<file path="src/rtl/spi_tgt_pkg.sv">
package spi_tgt_pkg;

    localparam int BYTE_W = 8;
    localparam int BIT_W  = $clog2(BYTE_W);

    localparam logic [BYTE_W-1:0] OP_SET_WRITE = 8'hF0;
    localparam logic [BYTE_W-1:0] OP_READ      = 8'hF1;

    typedef enum logic [2:0] {
        ST_CMD,
        ST_ADDR,
        ST_WRITE,
        ST_READ,
        ST_SKIP
    } tgt_state_e;

    typedef struct packed {
        logic              valid;
        logic [BYTE_W-1:0] data;
    } rx_byte_t;

    function automatic tgt_state_e decode_op(logic [BYTE_W-1:0] op);
        if (op == OP_SET_WRITE)
            return ST_ADDR;
        else if (op == OP_READ)
            return ST_READ;
        else
            return ST_SKIP;
    endfunction

endpackage

</file>
<file path="src/rtl/spi_tgt_sync.sv">
module spi_tgt_sync #(
    parameter int STAGES = 2
) (
    input  logic clk,
    input  logic rst,
    input  logic sclk,
    input  logic cs_n,
    input  logic mosi,
    output logic sclk_rise,
    output logic sclk_fall,
    output logic cs_on,
    output logic mosi_bit
);
    logic [STAGES-1:0] sclk_ff;
    logic [STAGES-1:0] cs_ff;
    logic [STAGES-1:0] mosi_ff;
    logic              sclk_d;

    always_ff @(posedge clk) begin
        if (rst) begin
            sclk_ff <= '0;
            cs_ff   <= '1;
            mosi_ff <= '0;
            sclk_d  <= 1'b0;
        end else begin
            sclk_ff <= {sclk_ff[STAGES-2:0], sclk};
            cs_ff   <= {cs_ff[STAGES-2:0], cs_n};
            mosi_ff <= {mosi_ff[STAGES-2:0], mosi};
            sclk_d  <= sclk_ff[STAGES-1];
        end
    end

    assign sclk_rise = sclk_ff[STAGES-1] & ~sclk_d;
    assign sclk_fall = ~sclk_ff[STAGES-1] & sclk_d;
    assign cs_on     = ~cs_ff[STAGES-1];
    assign mosi_bit  = mosi_ff[STAGES-1];

endmodule

</file>
<file path="src/rtl/spi_tgt_shift.sv">
module spi_tgt_shift
    import spi_tgt_pkg::*;
(
    input  logic              clk,
    input  logic              rst,
    input  logic              cs_on,
    input  logic              sclk_rise,
    input  logic              sclk_fall,
    input  logic              mosi_bit,
    input  logic              tx_load,
    input  logic [BYTE_W-1:0] tx_data,
    output rx_byte_t          rx_evt,
    output logic              miso
);
    logic [BIT_W-1:0]  bit_cnt;
    logic [BYTE_W-2:0] rx_sr;
    logic [BYTE_W-1:0] tx_sr;

    always_ff @(posedge clk) begin
        if (rst || !cs_on) begin
            bit_cnt <= '0;
            rx_sr   <= '0;
            tx_sr   <= '0;
            rx_evt  <= '0;
        end else begin
            rx_evt.valid <= 1'b0;
            if (sclk_rise) begin
                rx_sr   <= {rx_sr[BYTE_W-3:0], mosi_bit};
                bit_cnt <= bit_cnt + 1'b1;
                if (bit_cnt == BIT_W'(BYTE_W-1))
                    rx_evt <= '{valid: 1'b1, data: {rx_sr, mosi_bit}};
            end
            // a byte boundary never shifts: the next byte is loaded there
            if (tx_load)
                tx_sr <= tx_data;
            else if (sclk_fall && bit_cnt != '0)
                tx_sr <= {tx_sr[BYTE_W-2:0], 1'b0};
        end
    end

    assign miso = tx_sr[BYTE_W-1];

endmodule

</file>
<file path="src/rtl/spi_tgt_ctrl.sv">
module spi_tgt_ctrl
    import spi_tgt_pkg::*;
#(
    parameter int ADDR_W = 16
) (
    input  logic              clk,
    input  logic              rst,
    input  logic              cs_on,
    input  rx_byte_t          rx_evt,
    output logic [ADDR_W-1:0] mem_addr,
    output logic [BYTE_W-1:0] mem_wdata,
    output logic              mem_we,
    output logic              mem_re,
    output logic              tx_load
);
    localparam int ADDR_BYTES = ADDR_W / BYTE_W;
    localparam int CNT_W      = $clog2(ADDR_BYTES + 1);

    tgt_state_e               state;
    logic [ADDR_W-1:0]        addr_q;
    logic [ADDR_W-BYTE_W-1:0] addr_sh;
    logic [CNT_W-1:0]         abyte_cnt;
    logic [ADDR_W-1:0]        addr_next;
    logic [ADDR_W-1:0]        addr_inc;

    assign addr_next = {addr_sh, rx_evt.data};
    assign addr_inc  = addr_q + 1'b1;

    always_ff @(posedge clk) begin
        if (rst) begin
            state     <= ST_CMD;
            addr_q    <= '0;
            addr_sh   <= '0;
            abyte_cnt <= '0;
            mem_addr  <= '0;
            mem_wdata <= '0;
            mem_we    <= 1'b0;
            mem_re    <= 1'b0;
            tx_load   <= 1'b0;
        end else begin
            mem_we  <= 1'b0;
            mem_re  <= 1'b0;
            tx_load <= mem_re & cs_on;
            if (!cs_on) begin
                state     <= ST_CMD;
                abyte_cnt <= '0;
            end else if (rx_evt.valid) begin
                unique case (state)
                    ST_CMD: begin
                        state     <= decode_op(rx_evt.data);
                        abyte_cnt <= '0;
                        if (decode_op(rx_evt.data) == ST_READ) begin
                            mem_re   <= 1'b1;
                            mem_addr <= addr_q;
                        end
                    end
                    ST_ADDR: begin
                        addr_sh   <= addr_next[ADDR_W-BYTE_W-1:0];
                        abyte_cnt <= abyte_cnt + 1'b1;
                        if (abyte_cnt == CNT_W'(ADDR_BYTES - 1)) begin
                            addr_q <= addr_next;
                            state  <= ST_WRITE;
                        end
                    end
                    ST_WRITE: begin
                        mem_we    <= 1'b1;
                        mem_addr  <= addr_q;
                        mem_wdata <= rx_evt.data;
                        addr_q    <= addr_inc;
                    end
                    ST_READ: begin
                        // prefetch the following byte at each boundary
                        mem_re   <= 1'b1;
                        mem_addr <= addr_inc;
                        addr_q   <= addr_inc;
                    end
                    default: ;
                endcase
            end
        end
    end

endmodule

</file>
<file path="src/rtl/spi_reg_target.sv">
module spi_reg_target
    import spi_tgt_pkg::*;
#(
    parameter int ADDR_W      = 16,
    parameter int SYNC_STAGES = 2
) (
    input  logic              clk,
    input  logic              rst,
    input  logic              spi_sclk,
    input  logic              spi_cs_n,
    input  logic              spi_mosi,
    output logic              spi_miso,
    output logic [ADDR_W-1:0] mem_addr,
    output logic [BYTE_W-1:0] mem_wdata,
    output logic              mem_we,
    output logic              mem_re,
    input  logic [BYTE_W-1:0] mem_rdata
);
    logic     sclk_rise;
    logic     sclk_fall;
    logic     cs_on;
    logic     mosi_bit;
    logic     tx_load;
    rx_byte_t rx_evt;

    spi_tgt_sync #(.STAGES(SYNC_STAGES)) u_sync (
        .clk       (clk),
        .rst       (rst),
        .sclk      (spi_sclk),
        .cs_n      (spi_cs_n),
        .mosi      (spi_mosi),
        .sclk_rise (sclk_rise),
        .sclk_fall (sclk_fall),
        .cs_on     (cs_on),
        .mosi_bit  (mosi_bit)
    );

    spi_tgt_shift u_shift (
        .clk       (clk),
        .rst       (rst),
        .cs_on     (cs_on),
        .sclk_rise (sclk_rise),
        .sclk_fall (sclk_fall),
        .mosi_bit  (mosi_bit),
        .tx_load   (tx_load),
        .tx_data   (mem_rdata),
        .rx_evt    (rx_evt),
        .miso      (spi_miso)
    );

    spi_tgt_ctrl #(.ADDR_W(ADDR_W)) u_ctrl (
        .clk       (clk),
        .rst       (rst),
        .cs_on     (cs_on),
        .rx_evt    (rx_evt),
        .mem_addr  (mem_addr),
        .mem_wdata (mem_wdata),
        .mem_we    (mem_we),
        .mem_re    (mem_re),
        .tx_load   (tx_load)
    );

endmodule

</file>
<file path="config.mk">
export PLATFORM = sky130hd
export DESIGN_NAME = spi_reg_target
export DESIGN_NICKNAME = d
export VERILOG_FILES = /design/src/rtl/spi_tgt_pkg.sv /design/src/rtl/spi_tgt_sync.sv /design/src/rtl/spi_tgt_shift.sv /design/src/rtl/spi_tgt_ctrl.sv /design/src/rtl/spi_reg_target.sv
export SDC_FILE = /design/constraint.sdc
export NUM_CORES = 1
export LEC_CHECK = 0
export ABC_AREA = 1
export BUFFER_PORTS_ARGS = -buffer_cell sky130_fd_sc_hd__buf_2
export CAP_MARGIN = 20
export CORE_UTILIZATION = 35
export DETAILED_ROUTE_END_ITERATION = 7
export PLACE_DENSITY = 0.64
export SLEW_MARGIN = 15
export SYNTH_ARGS = -nofsm -noshare
export SYNTH_HDL_FRONTEND = slang
export SYNTH_SLANG_ARGS = --single-unit
</file>
<file path="constraint.sdc">
create_clock -name clk -period 1.5 [get_ports clk]
set_input_delay 0.45 -clock clk [delete_from_list [all_inputs] [get_ports clk]]
set_output_delay 0.45 -clock clk [all_outputs]
set_load 0.01 [all_outputs]
</file>
# Word-level counts from Yosys, hierarchy flattened
# Cells that the tools add are included.
[classes] n_addsub=3 multipliers=0 div=0 order_cmp=0 n_eq_ne=10 shifts=0 mux=19 n_bitwise=8 reduce_logical=19
[op_table] operator="16-bit case mux with 3 select lines" count=1
[op_table] operator="16-bit 2-to-1 mux" count=2
[op_table] operator="16-bit case mux with 2 select lines" count=1
[op_table] operator="3-bit 2-to-1 mux" count=7
[op_table] operator="16-bit by 1-bit adder with 16-bit output, second input constant" count=1
[op_table] operator="8-bit == test, second input constant" count=2
[op_table] operator="8-bit 2-to-1 mux" count=2
[op_table] operator="3-bit by 2-bit == test with 1-bit output, second input constant" count=3
[op_table] operator="9-bit 2-to-1 mux" count=1
[op_table] operator="3-bit AND reduction" count=3
[op_table] operator="4-bit AND reduction" count=2
[op_table] operator="3-bit case mux with 2 select lines" count=1
[op_table] operator="2-bit nonzero test" count=3
[op_table] operator="3-bit nonzero test" count=2
[op_table] operator="2-bit OR reduction" count=3
[op_table] operator="1-bit NOT" count=5
[op_table] operator="2-bit by 1-bit inequality test with 1-bit output, second input constant" count=2
[op_table] operator="2-bit case mux with 2 select lines" count=1
[op_table] operator="2-bit AND reduction" count=2
[op_table] operator="3-bit by 1-bit adder with 3-bit output, second input constant" count=1
[op_table] operator="1-bit bitwise AND" count=3
[op_table] operator="3-bit by 1-bit == test with 1-bit output, second input constant" count=1
[op_table] operator="3-bit == test, second input constant" count=1
[op_table] operator="3-bit zero test" count=1
[op_table] operator="7 further kinds" count=8
[totals] regBits=90 latchBits=0 mem_bits_rw=0 mem_bits_ro=0 in_bits=13 output_inout_bits=27 word_cells=77 mem_count=0

# Logic depth before layout (Yosys ltp)
[depth] word_depth=10 ltp_mapped=10 mapped_depth_nobuf=10

# Hierarchy
# From an unflattened synthesis, not the netlist that was laid out.
[unflattened] hier_cells=626 area_unflattened_um2=4336.7
[by_module_without_submodules] mod="spi_tgt_ctrl" n_inst=1 cells_per_inst=453 area_per_inst_um2=2987.9 seq_area_each_um2=1121.1
[by_module_without_submodules] mod="spi_tgt_shift" n_inst=1 cells_per_inst=147 area_per_inst_um2=1137.3 seq_area_each_um2=540.5
[by_module_without_submodules] mod="spi_tgt_sync" n_inst=1 cells_per_inst=26 area_per_inst_um2=211.5 seq_area_each_um2=140.1

# Worst setup path before layout
# OpenSTA, ideal clock, no wires.
[synth_path] path_type="register to register" startpoint="register u_shift.bit_cnt[0]" endpoint="register u_shift.tx_sr[6]" setup_time_ps=133 arrival_ps=1240 required_time_ps=1367 slack_ps=128 stages_incl_launch_ff=7 n_path_buf=0 period_less_slack_ps=1372 cell_sequence="dfxtp_1 -> inv_1 -> ha_1 -> a21oi_1 -> nor2_1 -> nand2_1 -> a31oi_1"
[synth_via] elab_chain_cells=3
[synth_lines] element="start, declared" line_no="spi_tgt_shift.sv:15" text="logic [BIT_W-1:0] bit_cnt;"
[synth_lines] element="start signal, assigned" line_no="spi_tgt_shift.sv:29" text="bit_cnt <= bit_cnt + 1'b1;"
[synth_lines] element="3-bit nonzero test" line_no="spi_tgt_shift.sv:36" text="else if (sclk_fall && bit_cnt != '0)"
[synth_lines] element="1-bit logical AND" line_no="spi_tgt_shift.sv:36"
[synth_lines] element="2-bit nonzero test (no source line)"
[synth_lines] element="end signal, assigned" line_no="spi_tgt_shift.sv:35" text="tx_sr <= tx_data;"
[synth_lines] element="end signal, assigned" line_no="spi_tgt_shift.sv:37" text="tx_sr <= {tx_sr[BYTE_W-2:0], 1'b0};"
[synth_lines] element="end, declared" line_no="spi_tgt_shift.sv:17" text="logic [BYTE_W-1:0] tx_sr;"
# Every way passes these cells.
# A chain may end at the register's enable or synchronous reset.

# Worst setup path after layout
[layout_path] startpoint="register u_shift.rx_evt[8] (netlist name)" endpoint="register u_ctrl.addr_q[3]"
[layout_via] elab_chain_cells=1
[layout_lines] element="4-bit AND reduction (no source line)"
[layout_lines] element="end signal, assigned" line_no="spi_tgt_ctrl.sv:61" text="addr_q <= addr_next;"
[layout_lines] element="end signal, assigned" line_no="spi_tgt_ctrl.sv:69" text="addr_q <= addr_inc;"
[layout_lines] element="end signal, assigned" line_no="spi_tgt_ctrl.sv:75" text="addr_q <= addr_inc;"
[layout_lines] element="end, declared" line_no="spi_tgt_ctrl.sv:20" text="logic [ADDR_W-1:0] addr_q;"
# Every way passes these cells.

==> flow_summary_export.csv <==
group,metric,value,unit
status,status,"finished with violations",
status,violations,"DRC",
global_route,grt_use_met1,0.203,
global_route,use_met3,0.0388,
clock_tree,worstSkewPairLatency,0.35,ns
worst_hold_path,hold_path.class,"input port to flop",
finish,num-nets-final,683,
finish,n_antenna_cell,0,
timing,max_freq,706,MHz
pwr,ir_worst_vdd,0.682,mV
routing,via_per_inst,4.94,
yosys,ys_warn_count,0,
finish,stdcell_count,812,
yosys,netlist_top_cells_count,"nand2_1 (132), dfxtp_1 (90), nor2_1 (71), a21oi_1 (66), inv_1 (65)",
yosys,async_flop_share,0,
setup_path,crit_path_end_kind,"flop",
floorplanning,core_area,11500,µm²
routing,drt_iter0_drc,218,
yosys,syn-cell-area,4170,µm²
timing,slew_viol_final,0,
setup_path,cp_cell_sequence,"inv_1 > nor2_4 > inv_1 > nor2_4 > nand2_4 > buf_4 > a21oi_1 > a21oi_1",
yosys,seq_area_frac_synth,0.432,
clock_tree,cts_tree,"done",
finish,synthToLayoutAreaGrowth,25.1,%
global_route,grt_pass1_vias,3888,
yosys,synth_top_area_cell,"dfxtp_1",
floorplanning,die_y,111,µm
global_route,grt_max_degree,37,
global_route,track_usage,0.179,
routing,drtAntennaViolNets,0,
floorplanning,row_count,39,
yosys,syn_nets,611,
routing,totalWireLength,10900,µm
placed_design,hpwlAfterDp,7600,µm
yosys,yosysUniqueCellTypes,34,
global_route,busiest_layer,"met2",
timing,final-hold-violation-count,0,
placed_design,placed_cell_area,4700,µm²
routing,num_vias,4011,
finish,final_area,5220,µm²
setup_path,startpoint_type,"flop",
timing,max_slew_margin,0.779,
placed_design,placed_cells,790,
pwr,power_density,963,nW/µm²
clock_tree,clk_pin_slew,0.07,ns
clock_tree,clk_path_buf_depth,2,
floorplanning,die_w,111,µm
pwr,leakage,2.07,nW
timing,setup_viol_count_final,0,
placed_design,port_buffers,39,
floorplanning,dieArea,12400,µm²
yosys,ys.flop_type,"dfxtp_1",
routing,drcViolationCount,4,
global_route,met2_usage,0.321,
clock_tree,hold_buffers,0,
timing,skew,0.00902,ns
timing,worst_pin_slew,0.332,ns
routing,drt_pass1_iterations,7,
yosys,yosysTopAreaCellShare,0.432,
finish,drive_gt1_frac,0.236,
floorplanning,io_pins,40,
setup_path,cpPeakStageDelay,0.32,ns
placed_design,gp_congestion,0.891,
setup_path,arrival,1.66,ns
routing,wl_per_cell,13.4,µm
setup_path,path_class,"flop to flop",
setup_path,reg2regPathDepth,8,
yosys,ys_seq_elements,90,
global_route,grt_pass1_wl,17700,µm
floorplanning,start_util,0.362,
yosys,synth_edf_count,0,
timing,final.period_utilization,0.945,
clock_tree,htreeDepth,3,
yosys,syn_avg_cell_area,7.04,µm²
clock_tree,cts_buffers,9,
global_route,grt-ovfl-total,0,
finish,fin_util,0.453,
yosys,yosysMostFrequentCell,"nand2_1",
yosys,synthTopCellsByArea,"dfxtp_1 (43%), nand2_1 (12%), a21oi_1 (7.9%)",
yosys,postSynthCellCount,593,
timing,finalSetupTns,0,ns
setup_path,crit_fanout,6,
run,drv_cap,0,
global_route,antenna_found_initial,0,
timing,min_period,1.42,ns
setup_path,critPathSlowestCell,"dfxtp_1",
clock_tree,clock_sinks,90,
worst_hold_path,whs_path_depth,2,
clock_tree,clockRootBuffer,"clkbuf_16",
setup_path,crit_required,1.74,ns
==> path summary, 6_finish.rpt <==
check,start,end,slack (ns)
min reg2reg,u_sync.mosi_ff[0]$_SDFF_PP0_,u_sync.mosi_ff[1]$_SDFF_PP0_,0.40
min,spi_cs_n,u_sync.cs_ff[0]$_SDFF_PP1_,0.29
max,u_shift.rx_evt[8]$_SDFF_PP0_,u_ctrl.addr_q[3]$_SDFFE_PP0P_,0.08
max reg2reg,u_shift.rx_evt[8]$_SDFF_PP0_,u_ctrl.addr_q[3]$_SDFFE_PP0P_,0.08
==> cell type report <==
type                       instances  area, µm²
multi-input combinational        411       2080
sequential                        90       1820
fill                            1200       6300
clock inverter                     5        104
clock buffer                      10        229
tap                              143        179
inverter                          73        283
timing repair buffer              80        531
==> power breakdown <==
part | total [mW] | internal [mW] | leakage (nW) | switching [mW]
Clock | 2.53 | 1.62 | 0.163 | 0.912
Combinational | 0.0908 | 0.0358 | 1.18 | 0.0550
Sequential | 2.40 | 2.40 | 0.732 | 0.00389
Total | 5.02 | 4.05 | 2.07 | 0.971
==> critical path: cells and delay by family (launching register included) <==
family	cells	cell delay [ns]
AO/OA/AOI/OAI	2	0.27
buffers and inverters	3	0.35
flip-flops	1	0.32
AND/OR/NAND/NOR	3	0.37
==> layer usage <==
layer | up-vias | wire length (µm)
met2 | 85 | 5460
li1 | 2060 | -
met5 | - | 0
met3 | 20 | 483
met1 | 1846 | 4650
met4 | 0 | 259
==> registers in the layout (all words and copies together) (netlist names) <==
name	count
u_ctrl.mem_wdata	8
u_ctrl.mem_re	1
u_ctrl.addr_sh	8
u_ctrl.mem_we	1
u_shift.rx_sr	7
u_sync.mosi_ff	2
u_shift.bit_cnt	3
u_sync.sclk_d	1
u_ctrl.mem_addr	16
u_ctrl.addr_q	16
u_sync.cs_ff	2
u_shift.tx_sr	8
u_sync.sclk_ff	2
u_ctrl.state	3
u_ctrl.tx_load	1
u_shift.rx_evt	9
u_ctrl.abyte_cnt	2
==> cell usage in the layout, fill, tap and decap left out, types with 2 or more instances in the layout <==
| master | count |
|---|---|
| a21oi_1 | 66 |
| a21oi_2 | 2 |
| a31oi_1 | 10 |
| buf_2 | 39 |
| buf_4 | 36 |
| buf_6 | 4 |
| bufinv_16 | 3 |
| clkbuf_16 | 9 |
| dfxtp_1 | 79 |
| dfxtp_2 | 11 |
| ha_1 | 4 |
| inv_1 | 63 |
| inv_2 | 7 |
| nand2_1 | 126 |
| nand2_2 | 9 |
| nand2_4 | 3 |
| nand3_1 | 27 |
| nand3_2 | 5 |
| nand3_4 | 2 |
| nand4_1 | 8 |
| nor2_1 | 61 |
| nor2_2 | 11 |
| nor2_4 | 6 |
| o21ai_0 | 47 |
| o21ai_1 | 12 |
| or2_2 | 2 |
| xor2_1 | 3 |
==> metrics by stage <==
step	total power, mW	hold slack (ns)	worst slack (ns)
5_1_grt	5.19	0.298	-0.0307
4_1_cts	5.08	0.273	0.00199
3_5_place_dp	2.55	0.392	-0.0628
2_1_floorplan	2.51	0.388	0.128
6_report	5.02	0.287	0.0826
3_3_place_gp	2.54	0.396	-0.0205
==> kinds of logic after synthesis <==
family          count (synthesis)  share of synthesized area
simple gates                  259                      0.268
compound gates                141                      0.179
buf+inv                        94                     0.0978
flops                          90                      0.432
fa+ha+maj                       5                     0.0150
xor+xnor                        4                    0.00840
==> what timing repair did <==
item                                   in CTS  in global routing
setup buffers                               0                  5
endpoints found under the hold margin       0                  0
setup endpoints to repair                   4                 36
pin swaps                                   0                 13
gates cloned                                0                  2
gates resized for setup                     2                 46
Note: power is estimated with default switching activity, not from simulation.
